`src/rtl/prec_conv_pkg.sv`:
```
package prec_conv_pkg;
  localparam int SGL_EXP_W = 8;
  localparam int SGL_MAN_W = 23;
  localparam int DBL_EXP_W = 11;
  localparam int DBL_MAN_W = 52;
  localparam int WORD_W    = 64;
  localparam int SGL_BIAS  = (1 << (SGL_EXP_W - 1)) - 1;
  localparam int DBL_BIAS  = (1 << (DBL_EXP_W - 1)) - 1;
  // exponent offset between formats, and derived narrowing thresholds
  localparam int BIAS_GAP     = DBL_BIAS - SGL_BIAS;
  localparam int MIN_NORM_EXP = BIAS_GAP + 1;
  localparam int OVF_EXP      = BIAS_GAP + (1 << SGL_EXP_W) - 1;
  localparam int SUB_BASE     = DBL_BIAS + DBL_MAN_W - (SGL_BIAS - 1 + SGL_MAN_W);
  localparam int MAX_SUB_SH   = 63;
  localparam int FLUSH_EXP    = SUB_BASE - MAX_SUB_SH;
  localparam int MAN_GAP      = DBL_MAN_W - SGL_MAN_W;

  localparam logic [31:0] SGL_DNAN = 32'h7FC0_0000;
  localparam logic [63:0] DBL_DNAN = 64'h7FF8_0000_0000_0000;

  typedef struct packed {
    logic loadEn;
    logic outEn;
  } strobe_t;

  function automatic logic [4:0] lead_zeros23(input logic [SGL_MAN_W-1:0] v);
    logic [4:0] n;
    logic hit;
    n = 5'd0;
    hit = 1'b0;
    for (int i = SGL_MAN_W - 1; i >= 0; i--) begin
      if (!hit && v[i]) begin
        n = 5'(SGL_MAN_W - 1 - i);
        hit = 1'b1;
      end
    end
    return n;
  endfunction
endpackage

```
`src/rtl/prec_conv_ctrl.sv`:
```
module prec_conv_ctrl
  import prec_conv_pkg::*;
(
  input  logic    clk,
  input  logic    rstN,
  input  logic    start,
  output strobe_t stb,
  output logic    resValid
);
  logic stageQ;
  logic validQ;

  always_ff @(posedge clk or negedge rstN) begin
    if (!rstN) begin
      stageQ <= 1'b0;
      validQ <= 1'b0;
    end else begin
      stageQ <= start;
      validQ <= stageQ;
    end
  end

  always_comb begin
    stb.loadEn = start;
    stb.outEn  = stageQ;
  end

  assign resValid = validQ;
endmodule

```
`src/rtl/prec_conv_dp.sv`:
```
module prec_conv_dp
  import prec_conv_pkg::*;
(
  input  logic              clk,
  input  logic              rstN,
  input  strobe_t           stb,
  input  logic              dirNarrow,
  input  logic              dnEn,
  input  logic [WORD_W-1:0] opIn,
  output logic [WORD_W-1:0] resOut
);
  localparam int EXT_W = 1 + DBL_MAN_W + MAX_SUB_SH;
  localparam int SH_W  = SGL_MAN_W + MAX_SUB_SH;

  logic [WORD_W-1:0] opQ;
  logic              narQ;
  logic              dnQ;
  logic [WORD_W-1:0] resQ;

  always_ff @(posedge clk or negedge rstN) begin
    if (!rstN) begin
      opQ  <= '0;
      narQ <= 1'b0;
      dnQ  <= 1'b0;
    end else if (stb.loadEn) begin
      opQ  <= opIn;
      narQ <= dirNarrow;
      dnQ  <= dnEn;
    end
  end

  // binary32 -> binary64
  logic                 wS;
  logic [SGL_EXP_W-1:0] wE;
  logic [SGL_MAN_W-1:0] wM;
  logic [4:0]           wLz;
  logic [SGL_MAN_W-1:0] wNorm;
  logic [WORD_W-1:0]    widenRes;

  always_comb begin
    wS    = opQ[31];
    wE    = opQ[30:23];
    wM    = opQ[22:0];
    wLz   = lead_zeros23(wM);
    wNorm = wM << (wLz + 5'd1);
    if (wE == '1) begin
      if (wM == '0)  widenRes = {wS, 11'h7FF, 52'h0};
      else if (dnQ)  widenRes = DBL_DNAN;
      else           widenRes = {wS, 11'h7FF, 1'b1, wM[21:0], 29'h0};
    end else if (wE == '0) begin
      if (wM == '0)  widenRes = {wS, 63'h0};
      else           widenRes = {wS, 11'(BIAS_GAP) - {6'd0, wLz}, wNorm, 29'h0};
    end else begin
      widenRes = {wS, {3'b000, wE} + 11'(BIAS_GAP), wM, 29'h0};
    end
  end

  // binary64 -> binary32, round to nearest even
  logic                 nS;
  logic [DBL_EXP_W-1:0] nE;
  logic [DBL_MAN_W-1:0] nF;
  logic                 nRnd;
  logic [30:0]          nNormRes;
  logic [5:0]           nSh;
  logic [EXT_W-1:0]     nExt;
  logic [SH_W-1:0]      nShift;
  logic                 sRnd;
  logic [30:0]          nSubRes;
  logic [31:0]          narrowRes;

  always_comb begin
    nS       = opQ[63];
    nE       = opQ[62:52];
    nF       = opQ[51:0];
    nRnd     = nF[MAN_GAP-1] & ((|nF[MAN_GAP-2:0]) | nF[MAN_GAP]);
    nNormRes = {8'(nE - 11'(BIAS_GAP)), nF[51:MAN_GAP]} + 31'(nRnd);
    nSh      = 6'(11'(SUB_BASE) - nE);
    nExt     = {1'b1, nF, {MAX_SUB_SH{1'b0}}};
    nShift   = SH_W'(nExt >> nSh);
    sRnd     = nShift[MAX_SUB_SH-1] &
               ((|nShift[MAX_SUB_SH-2:0]) | nShift[MAX_SUB_SH]);
    nSubRes  = {8'h0, nShift[SH_W-1:MAX_SUB_SH]} + 31'(sRnd);
    if (nE == '1) begin
      if (nF == '0)  narrowRes = {nS, 8'hFF, 23'h0};
      else if (dnQ)  narrowRes = SGL_DNAN;
      else           narrowRes = {nS, 8'hFF, 1'b1, nF[50:MAN_GAP]};
    end else if (nE >= 11'(OVF_EXP)) begin
      narrowRes = {nS, 31'h7F80_0000};
    end else if (nE >= 11'(MIN_NORM_EXP)) begin
      narrowRes = {nS, nNormRes};
    end else if (nE >= 11'(FLUSH_EXP)) begin
      narrowRes = {nS, nSubRes};
    end else begin
      narrowRes = {nS, 31'h0};
    end
  end

  always_ff @(posedge clk or negedge rstN) begin
    if (!rstN)          resQ <= '0;
    else if (stb.outEn) resQ <= narQ ? {32'h0, narrowRes} : widenRes;
  end

  assign resOut = resQ;
endmodule

```
`src/rtl/prec_conv.sv`:
```
module prec_conv
  import prec_conv_pkg::*;
(
  input  logic        clk,
  input  logic        rstN,
  input  logic        start,
  input  logic        dirNarrow,
  input  logic        dnEn,
  input  logic [63:0] opIn,
  output logic [63:0] resOut,
  output logic        resValid
);
  strobe_t stb;

  prec_conv_ctrl u_ctrl (
    .clk(clk), .rstN(rstN), .start(start), .stb(stb), .resValid(resValid)
  );

  prec_conv_dp u_dp (
    .clk(clk), .rstN(rstN), .stb(stb), .dirNarrow(dirNarrow),
    .dnEn(dnEn), .opIn(opIn), .resOut(resOut)
  );
endmodule

```
`config.mk`:
```
export PLATFORM = sky130hd
export DESIGN_NAME = prec_conv
export DESIGN_NICKNAME = d
export VERILOG_FILES = /design/src/rtl/prec_conv_pkg.sv /design/src/rtl/prec_conv_ctrl.sv /design/src/rtl/prec_conv_dp.sv /design/src/rtl/prec_conv.sv
export SDC_FILE = /design/constraint.sdc
export NUM_CORES = 1
export LEC_CHECK = 0
export ABC_AREA = 1
export BUFFER_PORTS_ARGS = -buffer_cell sky130_fd_sc_hd__buf_4
export CORE_ASPECT_RATIO = 0.6
export CORE_MARGIN = 8
export CORE_UTILIZATION = 40
export CTS_CLUSTER_SIZE = 16
export DETAILED_ROUTE_END_ITERATION = 8
export PLACE_DENSITY_LB_ADDON = 0.12
export REMOVE_ABC_BUFFERS = 1
export SLEW_MARGIN = 15
export SYNTH_ARGS = -nofsm -noshare
export SYNTH_HDL_FRONTEND = slang
export SYNTH_SLANG_ARGS = --single-unit
```
`constraint.sdc`:
```
create_clock -name clk -period 3.8 [get_ports clk]
set_input_delay 0.19 -clock clk [delete_from_list [all_inputs] [get_ports clk]]
set_output_delay 0.19 -clock clk [all_outputs]
set_load 0.05 [all_outputs]
```
# After elaboration in Yosys (flattened, before gate mapping)

Cells that the tools add are included.

Muxes and demuxes: 56
Magnitude comparators: 3
Bitwise logic cells: 4
Reduce and logical (&&, ||, !) cells: 49
Shift operators: 2
Equal/unequal tests: 2
$add $sub $neg: 7

Operators with widths:

| cell                                                                     | number |
|---|---|
| 64-bit 2-to-1 mux                                                        | 4 |
| 63-bit 2-to-1 mux                                                        | 2 |
| 116-bit by 6-bit >> shifter with 86-bit output                           | 1 |
| 32-bit 2-to-1 mux                                                        | 3 |
| 31-bit 2-to-1 mux                                                        | 3 |
| 62-bit OR reduction                                                      | 1 |
| 52-bit zero test                                                         | 1 |
| 5-bit 2-to-1 mux                                                         | 7 |
| 4-bit 2-to-1 mux                                                         | 8 |
| 31-bit by 1-bit adder with 31-bit output                                 | 1 |
| 28-bit OR reduction                                                      | 1 |
| 23-bit by 1-bit adder with 24-bit output                                 | 1 |
| 23-bit zero test                                                         | 1 |
| 1-bit 2-to-1 mux                                                         | 23 |
| 23-bit by 5-bit << shifter with 23-bit output                            | 1 |
| 11-bit by 10-bit >= comparator with 1-bit output (second input constant) | 2 |
| 1-bit logical AND                                                        | 22 |
| 1-bit zero test                                                          | 22 |
| 3-bit 2-to-1 mux                                                         | 4 |
| 8-bit by 10-bit adder with 11-bit output (second input constant)         | 1 |
| 11-bit equality test (second input constant)                             | 1 |
| 11-bit >= comparator (second input constant)                             | 1 |
| 10-bit by 5-bit subtractor with 11-bit output (first input constant)     | 1 |
| 8-bit equality test (second input constant)                              | 1 |
| other kinds (7)                                                          | 10 |

Input bits: 69
Output and inout bits: 65
Flip-flop bits (word level): 132
Logic and storage cells: 129

# Logic depth before layout (Yosys ltp)

Gate-level depths: netlist of run 1.

Word-level depth: 73
Gate-level depth with buffers: 30
Gate-level depth less buffers: 28

# Hierarchy

A second synthesis of run 1 with hierarchy kept.

Cells, all modules: 2229
Area total of the unflattened synthesis: 13017.5 um^2

By module, submodules not included:

| module         | instances | seq. area each (um^2) | area each (um^2) | cells each |
|---|---|---|---|---|
| prec_conv_dp   | 1         | 3228.1                | 12952.4          | 2225 |
| prec_conv_ctrl | 1         | 50.0                  | 65.1             | 4 |

# Worst setup path after synthesis of run 1

Ideal clock, no wire load.

Path type: reg2reg
From: reg u_dp.opQ[52]
To: reg u_dp.resQ[10], in the netlist u_dp.resOut[10]
Cell stages (with the launch flop): 31
Period minus slack after synthesis: 3.408 ns
Arrival time: 3.342 ns
Library setup time: 0.066 ns
Buffers on the path: 5
Path slack: 0.392 ns
Required time: 3.734 ns
Path through: dfrtp_1 > buf_4 > inv_2 > buf_2 > ha_1 > buf_2 > inv_2 > buf_4 > buf_2 > nand3_1 > nand3_1 > nand3_1 > nand3_1 > nand2_1 > nand2_1 > nand2_1 > nand2_1 > inv_1 > ha_1 > nand2_2 > nor2_4 > inv_2 > nor2_4 > nand2_1 > nand2_1 > nand3_1 > o21ai_1 > nand2_1 > nand2_1 > nand3_1 > nand2_1

Cells in the longest elaborated chain, start to end: 11
Elaborated cells between the ends (all ways): 15
Those cells by class: add/sub (2); order compare (3); eq/ne (1); shift (1); mux (5); bitwise (2); reduce/logical (1)

RTL lines:

| element                                        | line                | text |
|---|---|---|
| start, declared                                | prec_conv_dp.sv:15  | `logic [WORD_W-1:0] opQ;` |
| start signal, assigned                         | prec_conv_dp.sv:26  | `opQ <= opIn;` |
| 5-bit by 6-bit subtractor with 6-bit output    | prec_conv_dp.sv:77  | `nSh = 6'(11'(SUB_BASE) - nE);` |
| 116-bit by 6-bit >> shifter with 86-bit output | prec_conv_dp.sv:79  | `nShift = SH_W'(nExt >> nSh);` |
| 62-bit OR reduction                            | prec_conv_dp.sv:81  | `((\|nShift[MAX_SUB_SH-2:0]) \| nShift[MAX_SUB_SH]);` |
| 1-bit OR                                       | prec_conv_dp.sv:81  |  |
| 1-bit bitwise AND                              | prec_conv_dp.sv:80  | `sRnd = nShift[MAX_SUB_SH-1] &` |
| 23-bit by 1-bit adder with 24-bit output       | prec_conv_dp.sv:82  | `nSubRes = {8'h0, nShift[SH_W-1:MAX_SUB_SH]} + 31'(sRnd);` |
| 31-bit 2-to-1 mux                              | prec_conv_dp.sv:91  | `end else if (nE >= 11'(FLUSH_EXP)) begin` |
| 31-bit 2-to-1 mux                              | prec_conv_dp.sv:89  | `end else if (nE >= 11'(MIN_NORM_EXP)) begin` |
| 31-bit 2-to-1 mux                              | prec_conv_dp.sv:87  | `end else if (nE >= 11'(OVF_EXP)) begin` |
| 32-bit 2-to-1 mux *                            | prec_conv_dp.sv:83  | `if (nE == '1) begin` |
| 64-bit 2-to-1 mux *                            | prec_conv_dp.sv:100 | `else if (stb.outEn) resQ <= narQ ? {32'h0, narrowRes} : widenRes;` |
| end signal, assigned                           | prec_conv_dp.sv:100 |  |
| end, declared                                  | prec_conv_dp.sv:18  | `logic [WORD_W-1:0] resQ;` |

Mark *: on every way between the ends. The rest lies on a longest branch, timed or not.
A chain may end at the register's enable or synchronous reset.

# Worst setup path in the final report of run 1

From: reg u_dp.opQ[21]
To: reg u_dp.resQ[25], in the netlist u_dp.resOut[25]

Cells in the longest elaborated chain, start to end: 8
Elaborated cells between the ends (all ways): 13
Those cells by class: add/sub (1); mux (7); bitwise (2); reduce/logical (3)

RTL lines:

| element                                  | line                | text |
|---|---|---|
| 28-bit OR reduction                      | prec_conv_dp.sv:75  | `nRnd = nF[MAN_GAP-1] & ((\|nF[MAN_GAP-2:0]) \| nF[MAN_GAP]);` |
| 1-bit OR                                 | prec_conv_dp.sv:75  |  |
| 1-bit bitwise AND                        | prec_conv_dp.sv:75  |  |
| 31-bit by 1-bit adder with 31-bit output | prec_conv_dp.sv:76  | `nNormRes = {8'(nE - 11'(BIAS_GAP)), nF[51:MAN_GAP]} + 31'(nRnd);` |
| 31-bit 2-to-1 mux                        | prec_conv_dp.sv:89  |  |
| 31-bit 2-to-1 mux                        | prec_conv_dp.sv:87  |  |
| 32-bit 2-to-1 mux                        | prec_conv_dp.sv:83  |  |
| 64-bit 2-to-1 mux *                      | prec_conv_dp.sv:100 |  |

Marks and branches as above.

==> run metrics, run 1 <==
Worst R2R Start=u_dp.opQ[21]; Area contributors post-synth=dfrtp_1, nand2_1, nand3_1; share of total power in sequential cells=0.235; 1st-iter DRT viols=2562; Synth warnings=0; Crit Path Class=register to register; Final Max Tran Viols=0; Detail Placement HPWL=52000 um; Core Region=32500 sq um; utilization after layout=0.508; Clk network pwr share=0.242; number of synthesized flops with an enable pin=0; first-pass detailed-route iteration total=7; Synth Cell Area=between 10000 and 15000 sq um; Net Switching=roughly 3.7 mW; Syn Inst Count=2239; Synth Flop Type=dfrtp_1; Seq cells post-synth=131; worst hold start=opIn[53]; first-pass GRT wire length=98400 um; CTS tree=yes; wire per inst=about 23 um; DRC violations left=0; clock sinks=between 100 and 150; status=complete, no violations; port buffer count=133; combinational power share=0.523; switch share=0.504; Netlist cell types=57; Worst IR Drop VDD=0.000368 V; final hold vios=0; Pint=3.60 mW; Tmin final=3.68 ns; Worst Setup End Kind=register; Syn Area/Cell=between 5 and 6 sq um; CTS Buf Count=17; WHS Endpoint=u_dp.opQ[53]; Hold Slack=around 0.015 ns; Final setup viols=0; pwr dens=about 440 nW/um^2; Syn-to-layout area delta=24.9%; R2R Path End=u_dp.resOut[25]; via density per instance=5.99; clock root buffer master=clkbuf_16; pre-CTS setup slack=-0.509 ns; P_leak=~8.3 nW; post-route cell area=16500 sq um; worst hold stages=3; Req. time, crit path=4.14 ns; vias post-DR=17300; initial antenna violation count=0; Die Span Y=157 um; Final Cycle Share=0.969; vias in the first global route=around 16000; fin cells=a little under 3000; Yosys top cell by area=dfrtp_1; sequential area share after synthesis=0.248; unrepaired setup endpoints after global routing=false; clk_lat worst skew=approximately 0.46 ns; total I/O pin count=134; layout cell share with drive strength beyond 1=0.166; Yosys top cell area share=0.248; Die W=between 200 and 300 um; crit start category=register; CTS Buffer Depth=2; max cap viols=0; synth cell count leaders=nand2_1, nand3_1, nor2_1; dpl cell area=15100 sq um; Detailed Route WL=67100 um; fmax=0.271 GHz; initial cell density of the core=0.406; Critical Path Fanout Max=5; antenna viol nets, final=0; die footprint=just under 40000 sq um; Diodes inserted=0; num rows=51; CP arrival=between 4 and 5 ns; largest net degree at the start of global routing=84; most frequent cell after synthesis=nand2_1; worst-case reg-to-reg path depth=25; placed cells=2779; grt ovf=0; routability cong.=between 1 and 1.5; worst rel slew slack=0.374; Async SR Flop Fraction=1.00; gr usage total=0.330; Least-Margin Pin Slew=0.939 ns; Hold Path Class=input pin to register; CTS clock-pin slew for the worst setup and hold paths=roughly 0.07 ns; H-tree Lvls=4; Final Worst Setup Slack=0.116 ns; setup slack, reg-to-reg=0.12 ns; skew final=0.0190 ns; final net count=~2500
[sequential cells by signal (all words and copies together), names as in the netlist]
name / cells
u_dp.dnQ: 1
u_ctrl.stageQ: 1
u_ctrl.resValid: 1
u_dp.resOut: 63
u_dp.narQ: 1
u_dp.opQ: 64
[repair_timing]
action | in CTS | in global routing
setup buffers | 6 | 3
cloned | 0 | 1
gates resized for setup | 7 | 33
hold buffers | 61 | 0
pin swaps | 3 | 8
endpoints found under the hold margin | 125 | 0
setup endpoints to repair | 9 | 23
[power by group through the flow]
stage / clock, mW / combinational [mW] / sequential (mW)
6_report: 1.76 / 3.79 / 1.71
5_1_grt: 1.81 / 4.06 / 1.72
4_1_cts: 1.76 / 3.60 / 1.69
3_5_place_dp: 0 / 3.53 / 1.72
3_3_place_gp: 0 / 3.54 / 1.72
2_1_floorplan: 0 / 1.84 / 1.96
[critical path, stage by stage (launching register included)]
cell and delay (ns):
dfrtp_1 0.39, nor2_4 0.06, nand2_4 0.08, nor2_4 0.04, nand2_4 0.08, nor2_8 0.03
nand3_2 0.10, nor3_2 0.05, buf_4 0.16, nand3_4 0.09, nor2_2 0.06, a21oi_1 0.14
ha_2 0.20, nand3_1 0.11, nor2_2 0.18, nand2_2 0.09, nor3_4 0.19, nand2_2 0.11
nor3_4 0.22, nand4_1 0.28, nor2_4 0.18, buf_6 0.14, inv_1 0.06, nor3_1 0.15
o31ai_1 0.12, a22o_1 0.25
[kinds of logic after synthesis]
logic type / share of synthesized area
AO/OA/AOI/OAI: 0.130
XOR/XNOR: 0.00806
adder cells (fa/ha/maj): 0.00759
buffers and inverters: 0.0905
flip-flops: 0.248
multiplexers: 0.00597
AND/OR/NAND/NOR: 0.509
[worst max path at each step]
stage	startpoint	end	slack (ns)
global route	u_dp.opQ[21]	u_dp.resOut[19]	0.006
floorplan	u_dp.opQ[52]	u_dp.resOut[16]	-2.13
detailed placement	u_dp.opQ[21]	u_dp.resOut[23]	-0.51
finish	u_dp.opQ[21]	u_dp.resOut[25]	0.12
global placement	u_dp.opQ[21]	u_dp.resOut[23]	-0.40
CTS	u_dp.opQ[52]	u_dp.resOut[4]	0.03
[layout make-up]
| type | count | area (sq um) |
|---|---|---|
| flip-flops and latches | 131 | 3280 |
| repair buffers | 323 | 2730 |
| clock inverters | 15 | 164 |
| clock buffers | 17 | 425 |
| inverters | 134 | 508 |
| multi-input cells | 1838 | 8840 |
| fillers | 3428 | 16000 |
| well taps | 424 | 531 |
[through the flow]
step	setup TNS [ns]	total power, mW
final	0	7.25
after global routing	0	7.59
after CTS	0	7.06
after detailed placement	-1.58	5.25
after global placement	-0.723	5.25
after floorplan	-43.43	3.80
[per-layer routing]
metal  part of all wire  vias to the layer above  track usage
met1               0.48                     8180        0.514
met3               0.17                       48        0.173
li1                   -                     7918            -
met2               0.34                     1118        0.380
met4             0.0079                        2       0.0459
met5             0.0021                        -       0.0272
[layout by cell type, fill, tap and decap left out, types with 10 or more instances in the layout]
cell	Yosys	final
nand2_1	781	777
nand3_1	465	461
buf_4	16	248
dfrtp_1	131	129
nor2_1	133	126
o21ai_0	120	115
inv_1	112	111
a21oi_1	89	88
dlygate4sd3_1	0	61
nand4_1	45	45
o21ai_1	23	25
inv_2	19	20
nor3_1	21	19
clkbuf_16	0	18
nand2_2	14	17
nor2_2	9	15
a31oi_1	12	12
o211ai_1	11	11
nor2_4	9	10
nor4_1	11	10
Power figures use the tool's default switching activity.
==> run 2, diff against run 1 <==
--- a/config.mk
+++ b/config.mk
@@ -5,7 +5,6 @@
 export SDC_FILE = /design/constraint.sdc
 export NUM_CORES = 1
 export LEC_CHECK = 0
-export ABC_AREA = 1
 export BUFFER_PORTS_ARGS = -buffer_cell sky130_fd_sc_hd__buf_4
 export CORE_ASPECT_RATIO = 0.6
 export CORE_MARGIN = 8
==> run metrics, run 2 <==
Pint=4.89 mW (+36%); Detail Placement HPWL=50700 um (-2.7%); max cap viols=0 (unchanged); CTS clock-pin slew for the worst setup and hold paths=0.08 ns (about the same); skew final=0.0233 ns (+0.00430 ns); R2R Path End=u_dp.resOut[23]; grt ovf=0 (unchanged); Worst Setup End Kind=register; status=finished with violations; vias post-DR=14800 (-14%); via density per instance=6.41 (+7.0%); Seq cells post-synth=131 (unchanged); Worst R2R Start=u_dp.opQ[52]; Final Worst Setup Slack=-0.104 ns (-0.220 ns); final hold vios=0 (unchanged); switch share=0.441 (-0.0631); initial antenna violation count=0 (unchanged); pre-CTS setup slack=-0.213 ns (+0.296 ns); Synth warnings=0 (unchanged); failing checks=negative setup slack; CTS Buffer Depth=2 (unchanged); num rows=51 (unchanged); worst-case reg-to-reg path depth=14 (-44%); clock root buffer master=clkbuf_16; Hold Slack=0.0447 ns (+0.0294 ns); CTS tree=yes; share of total power in sequential cells=0.200 (-0.035); setup slack, reg-to-reg=-0.10 ns (-0.22 ns); Req. time, crit path=4.19 ns (+0.05 ns); Core Region=32400 sq um (-0.20%); Yosys top cell area share=0.249 (+0.000661); dpl cell area=16700 sq um (+11%); sequential area share after synthesis=0.249 (+0.000661); 1st-iter DRT viols=2200 (-14%); H-tree Lvls=4 (unchanged); Die W=250 um (-0.12%); first-pass detailed-route iteration total=6 (-1); vias in the first global route=13900 (-11%); Crit Path Class=register to register; Yosys top cell by area=dfrtp_1; number of synthesized flops with an enable pin=0 (unchanged); final net count=1949 (-23%); first-pass GRT wire length=94500 um (-4.0%); Synth Flop Type=dfrtp_1; post-route cell area=18800 sq um (+14%); Worst IR Drop VDD=0.000387 V (+5.1%); CTS Buf Count=17 (unchanged); Clk network pwr share=0.199 (-0.043); Critical Path Fanout Max=8 (+3); combinational power share=0.601 (+0.078); initial cell density of the core=0.406 (about the same); most common cell after layout, fill and taps aside=buf_4; CP Launch Point=u_dp.opQ[52]; DRC violations left=0 (unchanged); wire per inst=28.3 um (+21%); Synth Cell Area=13200 sq um (-0.27%); routability cong.=1.08 (+0.56%); worst rel slew slack=0.263 (-0.111); synth cell count leaders=dfrtp_1, nand2_1, mux2i_1; Final setup viols=4 (+4); Die Span Y=157 um (-0.12%); gr usage total=0.322 (-0.00809); die footprint=39200 sq um (-0.24%); Async SR Flop Fraction=1.00 (unchanged); P_leak=8.18 nW (-0.88%); Syn-to-layout area delta=43.2%; pwr dens=464 nW/um^2 (+5.5%); Final Max Tran Viols=0 (unchanged); CP arrival=4.29 ns (+0.27 ns); Pwr Total=8.75 mW (+21%); Syn Inst Count=1428 (-36%); clock sinks=131 (unchanged); total I/O pin count=134 (unchanged); antenna viol nets, final=0 (unchanged); port buffer count=133 (unchanged); CP endpoint=u_dp.resOut[23]; Final Cycle Share=1.03 (+0.0578); Least-Margin Pin Slew=1.11 ns (+0.167 ns); largest net degree at the start of global routing=91 (+8.3%); Tmin final=3.90 ns (+0.220 ns); fill cell count=2910 (-15%); most frequent cell after synthesis=dfrtp_1; fmax=0.256 GHz (-5.6%); Syn Area/Cell=9.22 sq um (+56%); unrepaired setup endpoints after global routing=true; layout cell share with drive strength beyond 1=0.438 (+0.272); worst hold start=opIn[5]; Detailed Route WL=65300 um (-2.7%); clk_lat worst skew=0.47 ns (about the same); Hold Path Class=input pin to register; commonest cells after routing, fill and taps aside=buf_4, nand2_1, dfrtp_1; Biggest register=u_dp.opQ; utilization after layout=0.581 (+0.0738); crit start category=register; Netlist cell types=99 (+74%); Net Switching=3.86 mW (+5.5%); Largest register FFs=64 (unchanged); Area contributors post-synth=dfrtp_1, mux4_2, mux2i_1
-- run 2: changes by cell type in the layout (fill, tap and decap cells not counted), moves of 63 or more --
| cell | change |
|---|---|
| buf_4 | +232 |
| inv_1 | -85 |
| mux2_2 | +85 |
| mux2i_1 | +82 |
| mux4_2 | +63 |
| nand2_1 | -648 |
| nand3_1 | -422 |
-- run 2: worst min-delay path by stage --
stage	slack, ns	endpoint	cells past startpoint
3_3_place_gp	0.33	u_dp.resOut[34]	1
4_1_cts	0.03	u_dp.opQ[5]	2
2_1_floorplan	-0.11	u_ctrl.resValid	0
5_1_grt	0.04	u_dp.opQ[5]	2
3_5_place_dp	0.33	u_dp.opQ[10]	1
6_report	0.04	u_dp.opQ[5]	2
-- run 2: area by class of cell --
cell class | count | area, sq um | share of cell area
diodes | 1 | 2.50 | 0.000133
repair buffers | 568 | 4700 | 0.250
clock buffers | 19 | 443 | 0.0235
well taps | 424 | 531 | 0.0281
flip-flops and latches | 131 | 3280 | 0.174
multi-input cells | 1124 | 9620 | 0.510
clock inverters | 13 | 149 | 0.00790
inverters | 30 | 115 | 0.00611
-- run 2: cell families (layout without fill, tap and decap cells) --
group           after synthesis  after routing  synth area share
simple gates                447            447             0.176
compound gates              362            362             0.197
mux                         272            272             0.276
buf+inv                     173            630            0.0698
flops                       131            131             0.249
xor+xnor                     35             35            0.0244
fa+ha+maj                     8              8           0.00761
other cells                   0              1                 0
-- run 2: metal layers --
layer	up-vias	global-route usage	wire [um]
met4	2	0.0448	494
li1	6372	-	-
met1	7321	0.516	31100
met3	55	0.143	10600
met2	1063	0.377	23100
met5	-	0.0130	65
-- run 2: power by group through the flow --
stage / clock network [mW] / logic [mW] / registers, mW
2_1_floorplan: 0 / 2.08 / 2.07
3_3_place_gp: 0 / 4.63 / 1.75
3_5_place_dp: 0 / 4.62 / 1.75
4_1_cts: 1.77 / 4.78 / 1.73
5_1_grt: 1.82 / 5.45 / 1.76
6_report: 1.75 / 5.26 / 1.75
-- run 2: through the flow --
step | TNS (ns) | cells
2_1_floorplan | -115.56 | 1285
6_report | -0.174 | 2310
3_3_place_gp | -0.922 | 2183
3_5_place_dp | -1.66 | 2183
5_1_grt | -0.605 | 2309
4_1_cts | -0.0476 | 2288
-- run 2: what timing repair did --
action                                  4_1_cts  5_1_grt
buffers inserted                             11       19
gates cloned                                  0        2
resized for setup                            33      103
endpoints found under the setup margin       25       42
pin swaps                                     6       35
hold buffers                                 62        0
hold endpoints to repair                    149        0
-- run 2: critical path: stages (launching register included) --
cell       delay (ns)
dfrtp_2          0.44
inv_2            0.10
ha_4             0.21
buf_12           0.16
clkbuf_16        0.18
mux2i_4          0.22
mux2_2           0.29
mux4_2           0.49
buf_6            0.14
nand2b_4         0.13
o211ai_1         0.19
nand4_1          0.28
or2_4            0.35
or4b_1           0.54
o211ai_1         0.10
==> run 3, diff against run 2 <==
--- a/config.mk
+++ b/config.mk
@@ -11,7 +11,6 @@
 export CORE_UTILIZATION = 40
 export CTS_CLUSTER_SIZE = 16
 export DETAILED_ROUTE_END_ITERATION = 8
-export PLACE_DENSITY_LB_ADDON = 0.12
 export REMOVE_ABC_BUFFERS = 1
 export SLEW_MARGIN = 15
 export SYNTH_ARGS = -nofsm -noshare
==> constraint.sdc (replaced) <==
create_clock -name clk -period 3.9 [get_ports clk]
set_input_delay 0.195 -clock clk [delete_from_list [all_inputs] [get_ports clk]]
set_output_delay 0.195 -clock clk [all_outputs]
set_load 0.05 [all_outputs]
==> run metrics, run 3 (synthesis gave the netlist of run 2 again) <==
CP arrival=4.27 ns (-0.02 ns); fin cells=2293 (-0.74%); CTS Buf Count=17 (unchanged); Final setup viols=0 (-4); Biggest register=u_dp.opQ; Pint=4.70 mW (-3.9%); gr usage total=0.340 (+0.0178); total I/O pin count=134 (unchanged); CTS tree=yes; P_leak=8.01 nW (-2.1%); vias in the first global route=14100 (+1.5%); Largest register FFs=64 (unchanged); skew final=0.0137 ns (-0.00954 ns); DRC violations left=0 (unchanged); Crit Path Class=register to register; combinational power share=0.594 (-0.007); first-pass detailed-route iteration total=8 (+2); vias post-DR=14800 (-0.081%); grt ovf=0 (unchanged); setup slack, reg-to-reg=0.002 ns (+0.11 ns); CTS clock-pin slew for the worst setup and hold paths=0.06 ns (-0.02 ns); Die W=250 um (unchanged); first-pass GRT wire length=98800 um (+4.5%); initial cell density of the core=0.406 (unchanged); via density per instance=6.45 (+0.66%); final net count=1933 (-0.82%); share of total power in sequential cells=0.201 (about the same); status=complete, no violations; utilization after layout=0.570 (-0.0112); fmax=0.257 GHz (+0.13%); Least-Margin Pin Slew=1.04 ns (-0.0656 ns); 1st-iter DRT viols=1889 (-14%); Worst Setup End Kind=register; die footprint=39200 sq um (unchanged); crit start category=register; Tmin final=3.90 ns (-0.00507 ns); Worst IR Drop VDD=0.000355 V (-8.2%); Req. time, crit path=4.27 ns (+0.08 ns); commonest cells after routing, fill and taps aside=buf_4, dfrtp_1, nand2_1; Die Span Y=157 um (unchanged); num rows=51 (unchanged); Final Max Tran Viols=0 (unchanged); pwr dens=461 nW/um^2 (-0.67%); routability cong.=1.06 (-2.6%); Diodes inserted=0 (-1); clk_lat worst skew=0.47 ns (about the same); antenna viol nets, final=0 (unchanged); Clk network pwr share=0.205 (+0.006); Final Cycle Share=1.00 (-0.0276); Detailed Route WL=68100 um (+4.2%); worst rel slew slack=0.305 (+0.0423); H-tree Lvls=4 (unchanged); CTS Buffer Depth=2 (unchanged); most common cell after layout, fill and taps aside=buf_4; Detail Placement HPWL=53700 um (+6.0%); wire per inst=29.7 um (+5.0%); Core Region=32400 sq um (unchanged); layout cell share with drive strength beyond 1=0.418 (-0.0198); Hold Path Class=input pin to register; post-route cell area=18500 sq um (-1.9%); placed cells=2190 (+0.32%); initial antenna violation count=2 (+2); Syn-to-layout area delta=40.5%; clock sinks=131 (unchanged); clock root buffer master=clkbuf_16; unrepaired setup endpoints after global routing=true; Fin Setup TNS=0 ns (+0.174 ns); max cap viols=0 (unchanged); switch share=0.448 (+0.00780); Net Switching=3.82 mW (-0.85%); dpl cell area=16700 sq um (about the same); largest net degree at the start of global routing=75 (-18%); port buffer count=133 (unchanged); final hold vios=0 (unchanged); Critical Path Fanout Max=5 (-3)
-- run 3: per-stage QoR --
step / power (mW) / setup WS [ns] / hold WS (ns)
2_1_floorplan: 4.04 / -4.00 / -0.101
3_3_place_gp: 6.34 / -0.261 / 0.201
3_5_place_dp: 6.31 / -0.258 / 0.202
4_1_cts: 8.21 / -0.0301 / 0.0375
5_1_grt: 8.78 / -0.0692 / 0.0428
6_report: 8.52 / 0.00154 / 0.0503
-- run 3: final cells by class --
cell class	count	area, sq um
sequential	131	3280
fill	2924	13900
inverter	30	113
multi-input combinational	1124	9470
clock inverter	14	168
timing repair buffer	552	4490
tap	424	531
clock buffer	18	439
-- run 3: routing by layer --
| layer | vias to the layer above | global-route usage | part of all wire | wire length, um |
|---|---|---|---|---|
| li1 | 6342 | - | - | - |
| met1 | 7303 | 0.541 | 0.48 | 32500 |
| met2 | 1077 | 0.401 | 0.35 | 23700 |
| met3 | 75 | 0.154 | 0.16 | 11000 |
| met4 | 4 | 0.0467 | 0.012 | 792 |
| met5 | - | 0 | 0.00038 | 26 |
-- run 3: timing repair --
item,4_1_cts,5_1_grt
hold buffers,59,0
resized for setup,31,61
pin swaps,3,13
setup endpoints to repair,18,36
endpoints found under the hold margin,115,0
buffers inserted,7,5
-- run 3: worst max-delay path, cell delays in order, from the launching register on --
cell      delay [ns]
dfrtp_2         0.45
ha_4            0.28
buf_12          0.15
buf_4           0.15
buf_4           0.14
mux2i_1         0.14
buf_4           0.18
mux4_2          0.50
mux2i_4         0.19
o21ai_1         0.11
o32ai_2         0.28
nand4_1         0.23
or2_4           0.32
or4b_4          0.58
o211ai_1        0.12
-- run 3: final timing paths --
| path | startpoint | endpoint | cells past startpoint |
|---|---|---|---|
| setup / recovery | u_dp.opQ[53] | u_dp.resOut[23] | 14 |
| setup reg to reg | u_dp.opQ[53] | u_dp.resOut[23] | 14 |
| hold reg to reg | u_dp.resOut[24] | u_dp.resOut[24] | 1 |
| max in group asynchronous | rstN | u_dp.opQ[52] | 3 |
| min in group asynchronous | rstN | u_dp.opQ[13] | 2 |
| hold / removal | opIn[8] | u_dp.opQ[8] | 2 |
-- run 3: power groups by stage --
stage / Combinational [mW] / Sequential [mW] / Clock (mW)
after floorplan: 2.02 / 2.02 / 0
after global placement: 4.63 / 1.71 / 0
after detailed placement: 4.60 / 1.71 / 0
after CTS: 4.75 / 1.69 / 1.76
after global routing: 5.25 / 1.72 / 1.81
final: 5.07 / 1.71 / 1.75
